===== config.mk =====
export PLATFORM = sky130hd
export DESIGN_NAME = bankFetchSeq
export DESIGN_NICKNAME = d
export VERILOG_FILES = /design/src/rtl/bankFetchSeq_pkg.sv /design/src/rtl/bankFetchSeq_ctrl.sv /design/src/rtl/bankFetchSeq_dp.sv /design/src/rtl/bankFetchSeq.sv
export SDC_FILE = /design/constraint.sdc
export NUM_CORES = 1
export LEC_CHECK = 0
export BUFFER_PORTS_ARGS = -buffer_cell sky130_fd_sc_hd__buf_2
export CAP_MARGIN = 20
export CELL_PAD_IN_SITES_DETAIL_PLACEMENT = 1
export CELL_PAD_IN_SITES_GLOBAL_PLACEMENT = 1
export CORE_MARGIN = 2
export CORE_UTILIZATION = 46
export CTS_CLUSTER_DIAMETER = 60
export DETAILED_ROUTE_END_ITERATION = 10
export MAX_ROUTING_LAYER = met4
export PLACE_DENSITY_LB_ADDON = 0.25
export SETUP_SLACK_MARGIN = 0.15
export SYNTH_ARGS = -nofsm -noshare
export SYNTH_HDL_FRONTEND = slang
export SYNTH_SLANG_ARGS = --single-unit

===== constraint.sdc =====
create_clock -name clk -period 2.9 [get_ports clk]
set_input_delay 0.435 -clock clk [delete_from_list [all_inputs] [get_ports clk]]
set_output_delay 0.435 -clock clk [all_outputs]
set_load 0.05 [all_outputs]

===== src/rtl/bankFetchSeq_pkg.sv =====
package bankFetchSeq_pkg;

  typedef enum logic [3:0] {
    RESET_HOLD,
    ADDR_SETUP,
    ADDR_STROBE,
    ADDR_HOLD,
    DATA_SETUP,
    DATA_STROBE,
    LATCH,
    RELEASE,
    RUN
  } fetchState_t;

  typedef struct packed {
    logic selOn;
    logic addrOn;
    logic rdOn;
    logic capture;
    logic load;
    logic run;
  } fetchCtrl_t;

endpackage


===== src/rtl/bankFetchSeq_ctrl.sv =====
module bankFetchSeq_ctrl
  import bankFetchSeq_pkg::*;
#(
  parameter int SETUP_CLKS  = 4,
  parameter int STROBE_CLKS = 8,
  parameter int HOLD_CLKS   = 4
) (
  input  logic       clk,
  input  logic       extRstN,
  input  logic       minDone,
  output fetchCtrl_t ctrl
);

  localparam int MAX_LEN = (SETUP_CLKS > STROBE_CLKS)
                           ? ((SETUP_CLKS > HOLD_CLKS) ? SETUP_CLKS : HOLD_CLKS)
                           : ((STROBE_CLKS > HOLD_CLKS) ? STROBE_CLKS : HOLD_CLKS);
  localparam int CW = $clog2(MAX_LEN + 1);

  fetchState_t state, nxtState;
  logic [CW-1:0] tmr;

  function automatic logic [CW-1:0] lenOf(input fetchState_t s);
    case (s)
      RESET_HOLD, ADDR_SETUP, DATA_SETUP: lenOf = CW'(SETUP_CLKS - 1);
      ADDR_STROBE, DATA_STROBE:           lenOf = CW'(STROBE_CLKS - 1);
      ADDR_HOLD:                          lenOf = CW'(HOLD_CLKS - 1);
      default:                            lenOf = '0;
    endcase
  endfunction

  always_comb begin
    nxtState = state;
    case (state)
      RUN:     nxtState = RUN;
      RELEASE: if (minDone) nxtState = RUN;
      default: if (tmr == '0) nxtState = fetchState_t'(state + 4'd1);
    endcase
  end

  always_ff @(posedge clk or negedge extRstN) begin
    if (!extRstN) begin
      state <= RESET_HOLD;
      tmr   <= lenOf(RESET_HOLD);
    end else begin
      state <= nxtState;
      if (nxtState != state) tmr <= lenOf(nxtState);
      else if (tmr != '0)    tmr <= tmr - 1'b1;
    end
  end

  always_comb begin
    ctrl         = '0;
    ctrl.selOn   = (state >= ADDR_SETUP) && (state <= LATCH);
    ctrl.addrOn  = (state == ADDR_STROBE);
    ctrl.rdOn    = (state == DATA_STROBE);
    ctrl.capture = (state == DATA_STROBE) && (tmr == '0);
    ctrl.load    = (state == LATCH);
    ctrl.run     = (state == RUN);
  end

endmodule


===== src/rtl/bankFetchSeq_dp.sv =====
module bankFetchSeq_dp
  import bankFetchSeq_pkg::*;
#(
  parameter int DATA_W       = 8,
  parameter int MIN_RST_CLKS = 256
) (
  input  logic              clk,
  input  logic              extRstN,
  input  fetchCtrl_t        ctrl,
  input  logic [DATA_W-1:0] rtcData,
  input  logic              cpuRtcSel,
  input  logic              cpuAddrStb,
  input  logic              cpuRdStb,
  output logic              rtcSel,
  output logic              rtcAddrStb,
  output logic              rtcRdStb,
  output logic              cpuRstN,
  output logic              bankLoad,
  output logic [DATA_W-1:0] bankData,
  output logic              minDone
);

  localparam int MW = $clog2(MIN_RST_CLKS + 1);
  localparam logic [MW-1:0] MIN_VAL = MW'(MIN_RST_CLKS);

  logic [DATA_W-1:0] capByte;
  logic [MW-1:0]     minCnt;

  always_ff @(posedge clk or negedge extRstN) begin
    if (!extRstN)         capByte <= '0;
    else if (ctrl.capture) capByte <= rtcData;
  end

  always_ff @(posedge clk or negedge extRstN) begin
    if (!extRstN)              minCnt <= '0;
    else if (minCnt != MIN_VAL) minCnt <= minCnt + 1'b1;
  end

  assign minDone    = (minCnt == MIN_VAL);
  assign rtcSel     = ctrl.run ? cpuRtcSel  : ctrl.selOn;
  assign rtcAddrStb = ctrl.run ? cpuAddrStb : ctrl.addrOn;
  assign rtcRdStb   = ctrl.run ? cpuRdStb   : ctrl.rdOn;
  assign cpuRstN    = ctrl.run;
  assign bankLoad   = ctrl.load;
  assign bankData   = capByte;

endmodule


===== src/rtl/bankFetchSeq.sv =====
module bankFetchSeq
  import bankFetchSeq_pkg::*;
#(
  parameter int DATA_W       = 8,
  parameter int SETUP_CLKS   = 4,
  parameter int STROBE_CLKS  = 8,
  parameter int HOLD_CLKS    = 4,
  parameter int MIN_RST_CLKS = 256
) (
  input  logic              clk,
  input  logic              extRstN,
  output logic              cpuRstN,
  input  logic              cpuRtcSel,
  input  logic              cpuAddrStb,
  input  logic              cpuRdStb,
  output logic              rtcSel,
  output logic              rtcAddrStb,
  output logic              rtcRdStb,
  input  logic [DATA_W-1:0] rtcData,
  output logic              bankLoad,
  output logic [DATA_W-1:0] bankData
);

  fetchCtrl_t ctrl;
  logic       minDone;

  bankFetchSeq_ctrl #(
    .SETUP_CLKS (SETUP_CLKS),
    .STROBE_CLKS(STROBE_CLKS),
    .HOLD_CLKS  (HOLD_CLKS)
  ) u_ctrl (
    .clk    (clk),
    .extRstN(extRstN),
    .minDone(minDone),
    .ctrl   (ctrl)
  );

  bankFetchSeq_dp #(
    .DATA_W      (DATA_W),
    .MIN_RST_CLKS(MIN_RST_CLKS)
  ) u_dp (
    .clk       (clk),
    .extRstN   (extRstN),
    .ctrl      (ctrl),
    .rtcData   (rtcData),
    .cpuRtcSel (cpuRtcSel),
    .cpuAddrStb(cpuAddrStb),
    .cpuRdStb  (cpuRdStb),
    .rtcSel    (rtcSel),
    .rtcAddrStb(rtcAddrStb),
    .rtcRdStb  (rtcRdStb),
    .cpuRstN   (cpuRstN),
    .bankLoad  (bankLoad),
    .bankData  (bankData),
    .minDone   (minDone)
  );

endmodule


==> results.sh <==
export IMPL_period_minus_slack_ps=2270
export IMPL_antenna_left=0
export IMPL_yosys_top_cells_count="dfrtp_1 (23), nand2_1 (13), mux2_2 (10)"
export IMPL_rsz0062_at_grt="no"
export IMPL_num_rows=20
export IMPL_dieArea_um2=3580
export IMPL_drt_initial_drc_count=38
export IMPL_drive_above_1_share=0.346
export IMPL_syn_inst=130
export IMPL_clock_sinks=25
export IMPL_power_per_cell_area_nw_per_um2=344
export IMPL_worst_setup_path_end_kind="primary output"
export IMPL_ctsHoldBuffers=0
export IMPL_cp_max_fo=8
export IMPL_root_buffer="clkbuf_4"
export IMPL_clock_path_buffers=2
export IMPL_dr_pass1_iters=4
export IMPL_wirelength_um=2990
export IMPL_grt_util_all_layers=0.205
export IMPL_cts_inserted_buffers=3
export IMPL_synth_cell_types=41
export IMPL_synthFlopType="dfrtp_1"
export IMPL_drc=0
export IMPL_yosys_area_top_type="dfrtp_1"
export IMPL_synth_most_common_cell="dfrtp_1"
export IMPL_holdWs_ps=77.1
export IMPL_cap_violations=0
export IMPL_vdd_drop_max_mv=0.210
export IMPL_grt_max_degree=26
export IMPL_fmax_mhz=441
export IMPL_setup_violations=0
export IMPL_cts_tree="yes"
export IMPL_grt_pass1_wl_um=5290
export IMPL_diodes=0
export IMPL_ys_seq_elements=25
export IMPL_cts_post_setup_buffers_inserted=0
export IMPL_min_path_type="primary input to async pin"
export IMPL_skew_ps=8.19
export IMPL_worst_slew_pin_slew_ps=616
export IMPL_grtUsageMet2=0.346
export IMPL_synth_top_cells_by_area="dfrtp_1 (40%), mux2_2 (7.8%), ha_1 (6.1%)"
export IMPL_ys_seq_area_frac=0.438
export IMPL_fp_dieH_um=59.9
export IMPL_leakage_nw=0.757
export IMPL_slew_headroom=0.587
export IMPL_core_um2=3000
export IMPL_utilization=0.538
export IMPL_syn_cell_area_um2=1440
export IMPL_hpwl_um=2410
export IMPL_required_ps=2470
export IMPL_fin_tns_setup_ps=0
export IMPL_cts_clk_slew_worst_paths_ps=130
export IMPL_cts_max_level=1
export IMPL_dr_total_vias=1070
export IMPL_yosys_warnings=0
export IMPL_grt_pass1_vias=1112
export IMPL_globalplace_congestion=0.888
export IMPL_top_usage_layer="met2"
export IMPL_overflow=0
export IMPL_synth_edf_count=0
export IMPL_initial_utilization=0.478
export IMPL_clk_latency_ps=310
export IMPL_via_per_inst=5.66
export IMPL_report_final_slew_viol_count=0
export IMPL_worstPathArrival_ps=1830
export IMPL_post_synth_top_area_fraction=0.401
export IMPL_syn_area_per_cell_um2=11.0
export IMPL_async_flop_share=1.00
export IMPL_cp_start_kind="flip-flop"
export IMPL_post_drt_wl_per_cell_um=15.8
export IMPL_outcome="complete, no violations"
export IMPL_port_buffers=25
export IMPL_die_w_um=59.9
export IMPL_antenna_found_initial=0
export IMPL_cts_resized_gates=0
export IMPL_use_met1=0.244
export IMPL_synth_nets=150
export IMPL_use_met3=0.0281
export IMPL_nets=177
export IMPL_min_period_over_period=0.781
export IMPL_area_growth_synth_to_final_pct=12.5
export IMPL_hold_violations=0
export IMPL_setup_worst_path_class="flip-flop to primary output"
export IMPL_boundaryPins=26
[layer usage]
layer	share of wire	wire length, µm
met2	0.53	1580
met3	0.016	49
met1	0.43	1290
met4	0.023	68
met5	0	0
[worst max-delay path, cell delays in order (launching register included)]
cell and delay [ps]:
dfrtp_1 490, inv_1 140, ha_1 250, nand2b_1 130
o22ai_1 90, o22ai_1 140, buf_2 280
[report_power, final]
| part | switching, mW | leakage [nW] | total [mW] | internal [mW] |
|---|---|---|---|---|
| clock network | 0.0992 | 0.0139 | 0.152 | 0.0526 |
| registers | 0.00259 | 0.293 | 0.357 | 0.354 |
| logic | 0.0327 | 0.450 | 0.0462 | 0.0135 |
[cells in the final DEF (no fill, tap or decap), types with 3 or more instances in the layout]
master,count
a21oi_1,5
mux2i_1,3
dfrtp_1,23
nor2_1,3
o22ai_1,3
nand3_1,5
buf_2,25
mux2_2,10
clkbuf_4,3
nand2_1,13
ha_1,7
nor3_1,3
inv_1,8
xnor2_1,9
[cell type report]
| type | count | area (µm²) |
|---|---|---|
| sequential | 25 | 628 |
| clock buffer | 3 | 22.5 |
| timing repair buffer | 25 | 125 |
| clock inverter | 1 | 7.51 |
| multi-input combinational | 94 | 759 |
| fill | 348 | 1390 |
| tap | 33 | 41.3 |
| inverter | 8 | 30.0 |
[stage by stage]
step / setup slack [ps] / area [µm²] / power [mW] / std cells
2_1_floorplan: 784 / 1440 / 0.389 / 130
5_1_grt: 471 / 1610 / 0.587 / 189
3_3_place_gp: 778 / 1580 / 0.409 / 185
3_5_place_dp: 718 / 1580 / 0.411 / 185
4_1_cts: 588 / 1610 / 0.568 / 189
6_report: 634 / 1610 / 0.555 / 189
[flip-flops by register name (all words and copies together), names as in the netlist]
register,count
u_dp.minCnt,9
u_dp.bankData,8
u_ctrl.state,4
u_ctrl.tmr,4
[path summary, 6_finish.rpt]
path / start / endpoint / slack, ps / cells after the start
setup / recovery: u_ctrl.state[1] / rtcSel / 630 / 6
hold / removal: extRstN / u_dp.bankData[0] / 80 / 1
setup reg to reg: u_ctrl.state[1] / u_ctrl.tmr[2] / 690 / 7
hold reg to reg: u_dp.minCnt[8] / u_dp.minCnt[8] / 490 / 1
max in group asynchronous: extRstN / u_ctrl.tmr[0] / 2440 / 1
min in group clk: rtcData[6] / u_dp.bankData[6] / 340 / 2
[cells by family after synthesis]
kind of cell             Yosys count  share of synthesized area
AO/OA/AOI/OAI                     20                      0.112
XOR/XNOR                          10                     0.0610
adder cells (fa/ha/maj)            7                     0.0610
buffers and inverters             11                     0.0331
flip-flops                        25                      0.438
multiplexers                      14                      0.107
AND/OR/NAND/NOR                   43                      0.188
Power figures use the tool's default switching activity.
